===== src/rtl/tmr_pkg.sv =====
package tmr_pkg;
    localparam int PSC_W    = 3;
    localparam int FLAG_BIT = 8;
    localparam int UIE_BIT  = 5;

    typedef enum logic [1:0] {
        SEL_CTRL  = 2'd0,
        SEL_RLD   = 2'd1,
        SEL_COUNT = 2'd2,
        SEL_NONE  = 2'd3
    } reg_sel_e;

    typedef struct packed {
        logic ctrl;
        logic rld;
        logic count;
    } ch_wr_t;
endpackage


===== src/rtl/tmr_prescaler.sv =====
module tmr_prescaler #(
    parameter int NUM_RATIOS = 4
) (
    input  logic                  clk,
    input  logic                  rst_n,
    output logic [NUM_RATIOS-1:0] ticks
);
    localparam int DIV_W = 2 * NUM_RATIOS;

    logic [DIV_W-1:0] div_d, div_q;

    always_comb begin
        div_d = div_q + 1'b1;
    end

    always_ff @(posedge clk or negedge rst_n) begin
        if (!rst_n) div_q <= '0;
        else        div_q <= div_d;
    end

    for (genvar k = 0; k < NUM_RATIOS; k++) begin : g_tick
        assign ticks[k] = &div_q[2*k+1:0];
    end
endmodule


===== src/rtl/tmr_channel.sv =====
module tmr_channel
    import tmr_pkg::*;
#(
    parameter int CNT_W      = 32,
    parameter int NUM_RATIOS = 4
) (
    input  logic                  clk,
    input  logic                  rst_n,
    input  logic                  run,
    input  logic [NUM_RATIOS-1:0] ticks,
    input  ch_wr_t                wr,
    input  logic [CNT_W-1:0]      wdata,
    output logic [CNT_W-1:0]      ctrl_rd,
    output logic [CNT_W-1:0]      rld_o,
    output logic [CNT_W-1:0]      cnt_o,
    output logic [PSC_W-1:0]      psc_o,
    output logic                  flag_o,
    output logic                  uie_o,
    output logic                  irq
);
    typedef struct packed {
        logic [CNT_W-1:0] cnt;
        logic [CNT_W-1:0] rld;
        logic [PSC_W-1:0] psc;
        logic             uie;
        logic             flag;
    } ch_state_t;

    ch_state_t st_d, st_q;
    logic      tick_sel;
    logic      step;
    logic      underflow;

    always_comb begin
        tick_sel = 1'b0;
        for (int k = 0; k < NUM_RATIOS; k++) begin
            if (int'(st_q.psc) == k) tick_sel = ticks[k];
        end
        step      = run && tick_sel;
        underflow = step && (st_q.cnt == '0);

        st_d = st_q;
        if (wr.ctrl) begin
            st_d.psc  = wdata[PSC_W-1:0];
            st_d.uie  = wdata[UIE_BIT];
            st_d.flag = st_q.flag & wdata[FLAG_BIT];
        end
        if (underflow) st_d.flag = 1'b1;
        if (wr.rld) st_d.rld = wdata;
        if (wr.count)      st_d.cnt = wdata;
        else if (underflow) st_d.cnt = st_q.rld;
        else if (step)      st_d.cnt = st_q.cnt - 1'b1;
    end

    always_ff @(posedge clk or negedge rst_n) begin
        if (!rst_n) begin
            st_q.cnt  <= '1;
            st_q.rld  <= '1;
            st_q.psc  <= '0;
            st_q.uie  <= 1'b0;
            st_q.flag <= 1'b0;
        end else begin
            st_q <= st_d;
        end
    end

    always_comb begin
        ctrl_rd              = '0;
        ctrl_rd[FLAG_BIT]    = st_q.flag;
        ctrl_rd[UIE_BIT]     = st_q.uie;
        ctrl_rd[PSC_W-1:0]   = st_q.psc;
    end

    assign rld_o  = st_q.rld;
    assign cnt_o  = st_q.cnt;
    assign psc_o  = st_q.psc;
    assign flag_o = st_q.flag;
    assign uie_o  = st_q.uie;
    assign irq    = st_q.flag & st_q.uie;
endmodule


===== src/rtl/tmr_bus_dec.sv =====
module tmr_bus_dec
    import tmr_pkg::*;
#(
    parameter int NUM_CH = 3,
    parameter int CNT_W  = 32,
    parameter int ADDR_W = 4
) (
    input  logic                          wr_en,
    input  logic [ADDR_W-1:0]             addr,
    input  logic [NUM_CH-1:0]             run_q,
    input  logic [NUM_CH-1:0][CNT_W-1:0]  ctrl_rd,
    input  logic [NUM_CH-1:0][CNT_W-1:0]  rld_rd,
    input  logic [NUM_CH-1:0][CNT_W-1:0]  cnt_rd,
    output logic                          run_we,
    output ch_wr_t [NUM_CH-1:0]           ch_wr,
    output logic [CNT_W-1:0]              rd_data
);
    localparam int SLOT_W = ADDR_W - 2;

    logic [SLOT_W-1:0] slot;
    reg_sel_e          sel;

    always_comb begin
        slot    = addr[ADDR_W-1:2];
        sel     = reg_sel_e'(addr[1:0]);
        run_we  = wr_en && (slot == '0) && (sel == SEL_CTRL);
        rd_data = '0;
        if (slot == '0 && sel == SEL_CTRL) rd_data[NUM_CH-1:0] = run_q;
        for (int c = 0; c < NUM_CH; c++) begin
            ch_wr[c] = '0;
            if (int'(slot) == c + 1) begin
                ch_wr[c].ctrl  = wr_en && (sel == SEL_CTRL);
                ch_wr[c].rld   = wr_en && (sel == SEL_RLD);
                ch_wr[c].count = wr_en && (sel == SEL_COUNT);
                case (sel)
                    SEL_CTRL:  rd_data = ctrl_rd[c];
                    SEL_RLD:   rd_data = rld_rd[c];
                    SEL_COUNT: rd_data = cnt_rd[c];
                    default:   rd_data = '0;
                endcase
            end
        end
    end
endmodule


===== src/rtl/tmr_unit.sv =====
module tmr_unit
    import tmr_pkg::*;
#(
    parameter int NUM_CH     = 3,
    parameter int CNT_W      = 32,
    parameter int NUM_RATIOS = 4,
    parameter int ADDR_W     = $clog2(4 * (NUM_CH + 1))
) (
    input  logic              clk,
    input  logic              rst_n,
    input  logic              wr_en,
    input  logic [ADDR_W-1:0] addr,
    input  logic [CNT_W-1:0]  wr_data,
    output logic [CNT_W-1:0]  rd_data,
    output logic [NUM_CH-1:0] irq
);
    logic [NUM_RATIOS-1:0]          ticks;
    logic [NUM_CH-1:0]              run_d, run_q;
    logic                           run_we;
    ch_wr_t [NUM_CH-1:0]            ch_wr;
    logic [NUM_CH-1:0][CNT_W-1:0]   ctrl_arr, rld_arr, cnt_arr;
    logic [NUM_CH-1:0][PSC_W-1:0]   psc_arr;
    logic [NUM_CH-1:0]              flag_vec, uie_vec;

    tmr_prescaler #(.NUM_RATIOS(NUM_RATIOS)) i_presc (
        .clk   (clk),
        .rst_n (rst_n),
        .ticks (ticks)
    );

    tmr_bus_dec #(.NUM_CH(NUM_CH), .CNT_W(CNT_W), .ADDR_W(ADDR_W)) i_dec (
        .wr_en   (wr_en),
        .addr    (addr),
        .run_q   (run_q),
        .ctrl_rd (ctrl_arr),
        .rld_rd  (rld_arr),
        .cnt_rd  (cnt_arr),
        .run_we  (run_we),
        .ch_wr   (ch_wr),
        .rd_data (rd_data)
    );

    always_comb begin
        run_d = run_q;
        if (run_we) run_d = wr_data[NUM_CH-1:0];
    end

    always_ff @(posedge clk or negedge rst_n) begin
        if (!rst_n) run_q <= '0;
        else        run_q <= run_d;
    end

    for (genvar c = 0; c < NUM_CH; c++) begin : g_ch
        tmr_channel #(.CNT_W(CNT_W), .NUM_RATIOS(NUM_RATIOS)) i_ch (
            .clk     (clk),
            .rst_n   (rst_n),
            .run     (run_q[c]),
            .ticks   (ticks),
            .wr      (ch_wr[c]),
            .wdata   (wr_data),
            .ctrl_rd (ctrl_arr[c]),
            .rld_o   (rld_arr[c]),
            .cnt_o   (cnt_arr[c]),
            .psc_o   (psc_arr[c]),
            .flag_o  (flag_vec[c]),
            .uie_o   (uie_vec[c]),
            .irq     (irq[c])
        );
    end
endmodule


===== config.mk =====
export PLATFORM = sky130hd
export DESIGN_NAME = tmr_unit
export DESIGN_NICKNAME = d
export VERILOG_FILES = /design/src/rtl/tmr_pkg.sv /design/src/rtl/tmr_prescaler.sv /design/src/rtl/tmr_channel.sv /design/src/rtl/tmr_bus_dec.sv /design/src/rtl/tmr_unit.sv
export SDC_FILE = /design/constraint.sdc
export NUM_CORES = 1
export LEC_CHECK = 0
export BUFFER_PORTS_ARGS = -buffer_cell sky130_fd_sc_hd__buf_2
export CORE_ASPECT_RATIO = 1.25
export CORE_MARGIN = 4
export CORE_UTILIZATION = 40
export DETAILED_ROUTE_END_ITERATION = 10
export SLEW_MARGIN = 30
export SYNTH_ARGS = -nofsm -noshare
export SYNTH_HDL_FRONTEND = slang
export SYNTH_SLANG_ARGS = --single-unit

===== constraint.sdc =====
create_clock -name clk -period 2.9 [get_ports clk]
set_clock_uncertainty 0.1 [all_clocks]
set_input_delay 0.145 -clock clk [delete_from_list [all_inputs] [get_ports clk]]
set_output_delay 0.145 -clock clk [all_outputs]
set_load 0.02 [all_outputs]

Yosys cells after proc, flatten, opt, wreduce, memory -nomap -nowiden
Index checks and enable logic that the tools add are counted.
- $add $sub $neg: 4
- equality and inequality tests: 14
- bitwise logic cells: 6
- reductions and logical operators: 30
- mux-type cells: 37
- operators with widths (cell ; count):
    $mux W32 ; 12
    $pmux W32 S3 ; 3
    $logic_not A32 Y1 ; 3
    $sub A32 B1 Y32 const B ; 3
    $eq A3 B3 Y1 const B ; 6
    $mux W1 ; 18
    $logic_and A1 B1 Y1 ; 12
    $mux W3 ; 4
    $eq A3 B2 Y1 const B ; 3
    $logic_not A3 Y1 ; 3
    $reduce_bool A3 Y1 ; 3
    $add A8 B1 Y8 const B ; 1
    $reduce_and A8 Y1 ; 1
    $and A1 B1 Y1 ; 6
    $eq A2 B2 Y1 const B ; 3
    $reduce_and A6 Y1 ; 1
    $reduce_bool A2 Y1 ; 3
    $eq A2 B1 Y1 const B ; 2
    $logic_not A2 Y1 ; 2
    $reduce_and A4 Y1 ; 1
    $reduce_and A2 Y1 ; 1
- bits of input ports: 39
- register bits: 218
- output and inout port bits: 35

Longest topological paths before layout
- depth in word-level cells: 9
- mapped depth: 10
- depth with buffers taken out: 8

Modules after synthesis
A second synthesis with hierarchy kept.
- cells, all modules: 1673
- area, all modules: 15743.8 um^2
- by module, submodules not included (module ; sequential area each (um^2) ; area an instance (um^2) ; cells each ; instances):
    tmr_channel ; 1806.7 ; 4117.7 ; 411 ; 3
    tmr_bus_dec ; 0.0 ; 2944.1 ; 407 ; 1
    tmr_prescaler ; 200.2 ; 337.8 ; 27 ; 1
    tmr_unit ; 75.1 ; 108.9 ; 6 ; 1

Worst setup path before layout
OpenSTA, ideal clock, no wires.
- path kind: register to register
- start point: reg i_presc.div_q[0]
- end point: reg g_ch[0].i_ch.st_q (netlist bit g_ch[0].i_ch.cnt_o[30])
- buffers on the path: 0
- cell stages (with the launch flop): 8
- data arrival time: 1.979 ns
- path slack: 0.730 ns
- library setup time: 0.091 ns
- data required time: 2.709 ns
- period minus slack after synthesis: 2.170 ns
- path through: dfrtp_1 -> ha_1 -> nand3_1 -> a2111oi_0 -> nor2_1 -> or4_1 -> nand3_1 -> o311ai_1
- word-level cells in the longest chain between the ends: 9
- elaborated cells between the ends (all ways): 13
- those cells by class: mux: 6; reduce/logical: 7
- RTL lines (what ; RTL line ; text):
    from (decl) ; tmr_prescaler.sv:10 ; logic [DIV_W-1:0] div_d, div_q;
    from (signal assigned) ; tmr_prescaler.sv:18 ; else div_q <= div_d;
    $reduce_and A2 Y1 ; tmr_prescaler.sv:22 ; assign ticks[k] = &div_q[2*k+1:0];
    $mux W1 (3 in a row) ; tmr_channel.sv:37 ; if (int'(st_q.psc) == k) tick_sel = ticks[k];
    $mux W1 (*) ; tmr_channel.sv:37 ;
    $logic_and A1 B1 Y1 (*) ; tmr_channel.sv:39 ; step = run && tick_sel;
    $logic_and A1 B1 Y1 ; tmr_channel.sv:40 ; underflow = step && (st_q.cnt == '0);
    $mux W32 ; tmr_channel.sv:51 ; else if (underflow) st_d.cnt = st_q.rld;
    $mux W32 ; tmr_channel.sv:50 ; if (wr.count) st_d.cnt = wdata;
    to (signal assigned) ; tmr_channel.sv:63 ; st_q <= st_d;
    to (decl) ; tmr_channel.sv:29 ; ch_state_t st_d, st_q;
Mark *: on every way between the ends. The rest lies on a longest branch, timed or not.
A chain may end at the register's enable or synchronous reset.

Worst setup path in the final report
- start point: reg i_presc.div_q[0]
- end point: reg g_ch[1].i_ch.st_q (netlist bit g_ch[1].i_ch.cnt_o[16])
- word-level cells in the longest chain between the ends: 9
- elaborated cells between the ends (all ways): 13
- those cells by class: mux: 6; reduce/logical: 7
- RTL lines (what ; RTL line):
    $reduce_and A2 Y1 ; tmr_prescaler.sv:22
    $mux W1 (3 in a row) ; tmr_channel.sv:37
    $mux W1 (*) ; tmr_channel.sv:37
    $logic_and A1 B1 Y1 (*) ; tmr_channel.sv:39
    $logic_and A1 B1 Y1 ; tmr_channel.sv:40
    $mux W32 ; tmr_channel.sv:51
    $mux W32 ; tmr_channel.sv:50
    to (signal assigned) ; tmr_channel.sv:63
    to (decl) ; tmr_channel.sv:29
Marked as above.

==> summary.txt <==
STA
  – Final number of max-transition violations: 0
  – Fin Hold WS: between 30 and 40 ps
  – Final setup violation count: 0
  – Measured slew at the worst slew-check pin: roughly 760 ps
  – Setup tns final: 0 ps
  – Slack of the critical path: about 250 ps
  – Final hold vios: 0
  – Unrepaired setup endpoints after global routing: no
  – Maximum frequency from static timing analysis: approximately 380 MHz
  – Clock period minus final worst setup slack: about 2600 ps
  – Period utilization: between 90% and 100%
  – Relative slew slack: between 40 and 50%

Die
  – Boundary pin count: 74
  – Die height: ~210 um
  – Die span in x: 173 um
  – CORE AREA: 0.0336 mm^2
  – Starting density of the core: between 40% and 50%
  – Die area: between 0.03 and 0.04 mm^2
  – Floorplan row count: 75

Cells and area
  – Layout overhead on the synthesized area: 17.5%
  – Most frequent cells in the layout: dfstp_2, nand2_1, nand3_1
  – Finished Cell Area: ~0.016 mm^2
  – Most frequent standard cell in the layout excluding fill and tap cells: dfstp_2
  – Layout cells sized above 1: between 30% and 40%
  – Layout filler cell count: about 3,200
  – Number of nets at the end of the flow: around 1,600
  – Final Instance Count excl. Fillers: just under 2,000

Placed design
  – Number of buffers added on ports: 73
  – Post-DP HPWL: 35,200 um
  – Placement-stage worst setup slack: 37.5 ps
  – Placer Congestion: between 0.9 and 1
  – Post-DP Area: 0.0147 mm^2
  – Post-placement cell count: approximately 1,900

Synth
  – Commonest register cell after synthesis: dfstp_2
  – Synthesis-stage register bit count: roughly 220
  – Number of warnings reported in the yosys synthesis log: 0
  – Sequential-to-total area share from yosys stat: 41.9%
  – Ys async rst share: between 90% and 100%
  – Count of distinct cell types in the synthesized netlist: 76
  – Number of instances in the synthesized netlist: between 1,000 and 1,500
  – Mean instance size in the synthesized netlist: 9.59 um^2
  – Post-synth net total: ~1,500
  – Number of synthesized flops with an enable pin: 0
  – Synth Cell Area: approximately 0.014 mm^2

Worst setup path
  – Dominant delay contributor by cell family on the critical path: simple AND/OR/NAND/NOR gates
  – CP max FO: 24
  – Most common cell on crit path: o21ai_0
  – Critical path, cell by cell: ha_1 -> or4bb_1 -> a21oi_1 -> nor2_4 -> nor2_1 -> buf_4 -> o21ai_0 -> o21ai_0
  – Capture point of the worst reg-to-reg path: g_ch[1].i_ch.cnt_o[16]$_DFFE_PN1P_
  – Worst Path Class, Setup: reg2reg
  – Required time reported for the critical path endpoint: ~3300 ps
  – Slowest cell on the critical path: or4bb_1
  – Register-to-Register Path Depth: 8
  – Data arrival time of the critical path: roughly 3000 ps
  – Delay contributed by the slowest stage of the critical path: 420 ps
  – Setup slack on the worst flop-to-flop path: between 200 and 300 ps
  – Launch instance of the worst register-to-register path: i_presc.div_q[0]$_DFF_PN0_
  – Crit end category: register
  – Buffers plus inverters on the worst setup path: 1
  – Critical Path Start Type: register

GRT
  – Via count of the first global-routing pass: ~12,000
  – Total Routing Usage GR: 25.3%
  – Maximum number of pins on one net before global-route repair: 70
  – Total overflow reported by the global router: 0
  – First-pass GRT wire length: approximately 74,000 um
  – Number of antenna violations at the first check in global routing: 0

Min path
  – Worst hold path type: in2reg
  – Hold path depth: 3
  – Min-Delay Endpoint: run_q[0]$_DFFE_PN0P_
  – Start point of the worst hold path: wr_en

Run status
  – Result of the run: finished, final reports clean

Drt
  – Number of optimization iterations in the first detailed-route pass: 7
  – Violation count after the first detailed-route iteration: about 940
  – Number of vias per cell after detailed routing: around 6.1
  – DRT Wirelength: approximately 48,000 um
  – Residual DRC count: 0
  – Total number of vias: ~12,000
  – Per-cell routed wire length: approximately 25 um
  – Count of antenna-violating nets left after detailed routing: 0

Clocking
  – H-tree lvl count: 1
  – Hold-fix buffers at CTS: 33
  – Worst-path clk slew: about 60 ps
  – Setup Fix Bufs, Post-CTS: 0
  – Source-to-sink clock delay at the later pin of the worst-skew pair: between 500 and 600 ps
  – Clock buffers created by TritonCTS: 26
  – Quantity of gates resized following cts: 0
  – Buffer depth of the longest clock path: 3
  – TritonCTS clock tree: built
  – TritonCTS sink count: ~220
  – Root Buffer: clkbuf_16

Power and ir drop
  – Worst IR Drop VDD: slightly above 0.5 mV
  – Leak: between 6 and 7 nW
  – Pwr Density: 855 mW/mm^2

Job
  – Max-capacitance violation count: 0
[cell families (layout without fill, tap and decap cells)]
kind of cell,Yosys count,in the layout,synth area share (%)
AND/OR/NAND/NOR,511,511,19.5
AO/OA/AOI/OAI,291,291,14.7
flip-flops,218,218,41.9
multiplexers,184,184,14.5
buffers and inverters,132,252,4.01
XOR/XNOR,77,77,4.96
adder cells (fa/ha/maj),4,4,0.368
other,0,1,0
[worst min-delay path: cells and delay by family]
kind | cells | cell delay [ps]
simple gates | 1 | 150
buf+inv | 1 | 190
mux | 1 | 160
[power by group]
group | internal [mW] | switching (mW) | total [mW] | leakage, nW
registers | 4.72 | 1.58 | 6.30 | 2.33
clock network | 2.21 | 1.35 | 3.56 | 0.453
logic | 1.80 | 1.98 | 3.78 | 3.81
[area by class of cell]
cell class / count / area, um^2 / share of cell area (%)
clock buffer: 34 / 732 / 4.58
multi-input combinational: 1067 / 7380 / 46.2
clock inverter: 13 / 195 / 1.22
inverter: 30 / 113 / 0.705
tap: 423 / 529 / 3.32
timing repair buffer: 175 / 1310 / 8.23
sequential: 218 / 5700 / 35.7
antenna: 1 / 2.50 / 0.0157
[stage by stage]
stage                     total power, mW  util [%]
after floorplan                      8.52         -
after global placement               9.90      43.7
after detailed placement             10.0      43.8
after CTS                            13.7      47.5
after global routing                 14.4      47.5
final                                13.6      47.5
[metal layers]
metal | share of wire, % | track usage (%)
met1 | 41 | 33.9
met3 | 7.6 | 3.60
met5 | 0 | 0
met2 | 48 | 41.9
met4 | 3.7 | 9.40
[how the worst max path moves through the flow]
| stage | startpoint | end | cells after the start |
|---|---|---|---|
| 6_report | i_presc.div_q[0]$_DFF_PN0_ | g_ch[1].i_ch.cnt_o[16]$_DFFE_PN1P_ | 8 |
| 5_1_grt | g_ch[0].i_ch.cnt_o[0]$_DFFE_PN1P_ | g_ch[0].i_ch.cnt_o[27]$_DFFE_PN1P_ | 8 |
| 4_1_cts | i_presc.div_q[0]$_DFF_PN0_ | g_ch[0].i_ch.cnt_o[19]$_DFFE_PN1P_ | 8 |
| 3_5_place_dp | i_presc.div_q[0]$_DFF_PN0_ | g_ch[0].i_ch.cnt_o[19]$_DFFE_PN1P_ | 8 |
| 3_3_place_gp | i_presc.div_q[0]$_DFF_PN0_ | g_ch[0].i_ch.cnt_o[19]$_DFFE_PN1P_ | 8 |
| 2_1_floorplan | i_presc.div_q[0]$_DFF_PN0_ | g_ch[0].i_ch.cnt_o[30]$_DFFE_PN1P_ | 7 |
[synthesized netlist by cell type (4+ instances only)]
cell type / count / area, um^2
a21oi_1: 47 / 235
a221o_1: 4 / 40.0
a221oi_1: 10 / 87.6
a222oi_1: 15 / 150
a22oi_1: 14 / 105
a31oi_1: 7 / 43.8
and2_1: 8 / 50.1
and3_1: 30 / 188
buf_1: 11 / 41.3
buf_2: 24 / 120
clkbuf_1: 63 / 236
dfrtp_1: 26 / 651
dfstp_2: 192 / 5040
ha_1: 4 / 50.1
inv_1: 30 / 113
mux2_1: 6 / 67.6
mux2_2: 102 / 1150
mux2i_1: 76 / 761
nand2_1: 129 / 484
nand2b_1: 7 / 43.8
nand3_1: 113 / 566
nand3b_1: 6 / 45.0
nand4_1: 12 / 75.1
nor2_1: 87 / 327
nor2b_1: 7 / 43.8
nor3_1: 38 / 190
nor4_1: 27 / 169
nor4_2: 5 / 62.6
o211ai_1: 36 / 270
o211ai_2: 9 / 113
o21ai_0: 63 / 315
o221ai_1: 7 / 61.3
o22a_1: 10 / 87.6
o22ai_1: 35 / 219
o31ai_1: 7 / 52.6
or2_2: 5 / 31.3
or3_1: 9 / 56.3
xnor2_1: 29 / 254
xor2_1: 48 / 420
[flip-flops by register name (all words and copies together) (netlist names)]
register,flops
g_ch.i_ch.cnt_o,96
g_ch.i_ch.rld_o,96
g_ch.i_ch.psc_o,9
i_presc.div_q,8
g_ch.i_ch.flag_o,3
g_ch.i_ch.uie_o,3
run_q,3
Note: power is estimated with default switching activity, not from simulation.
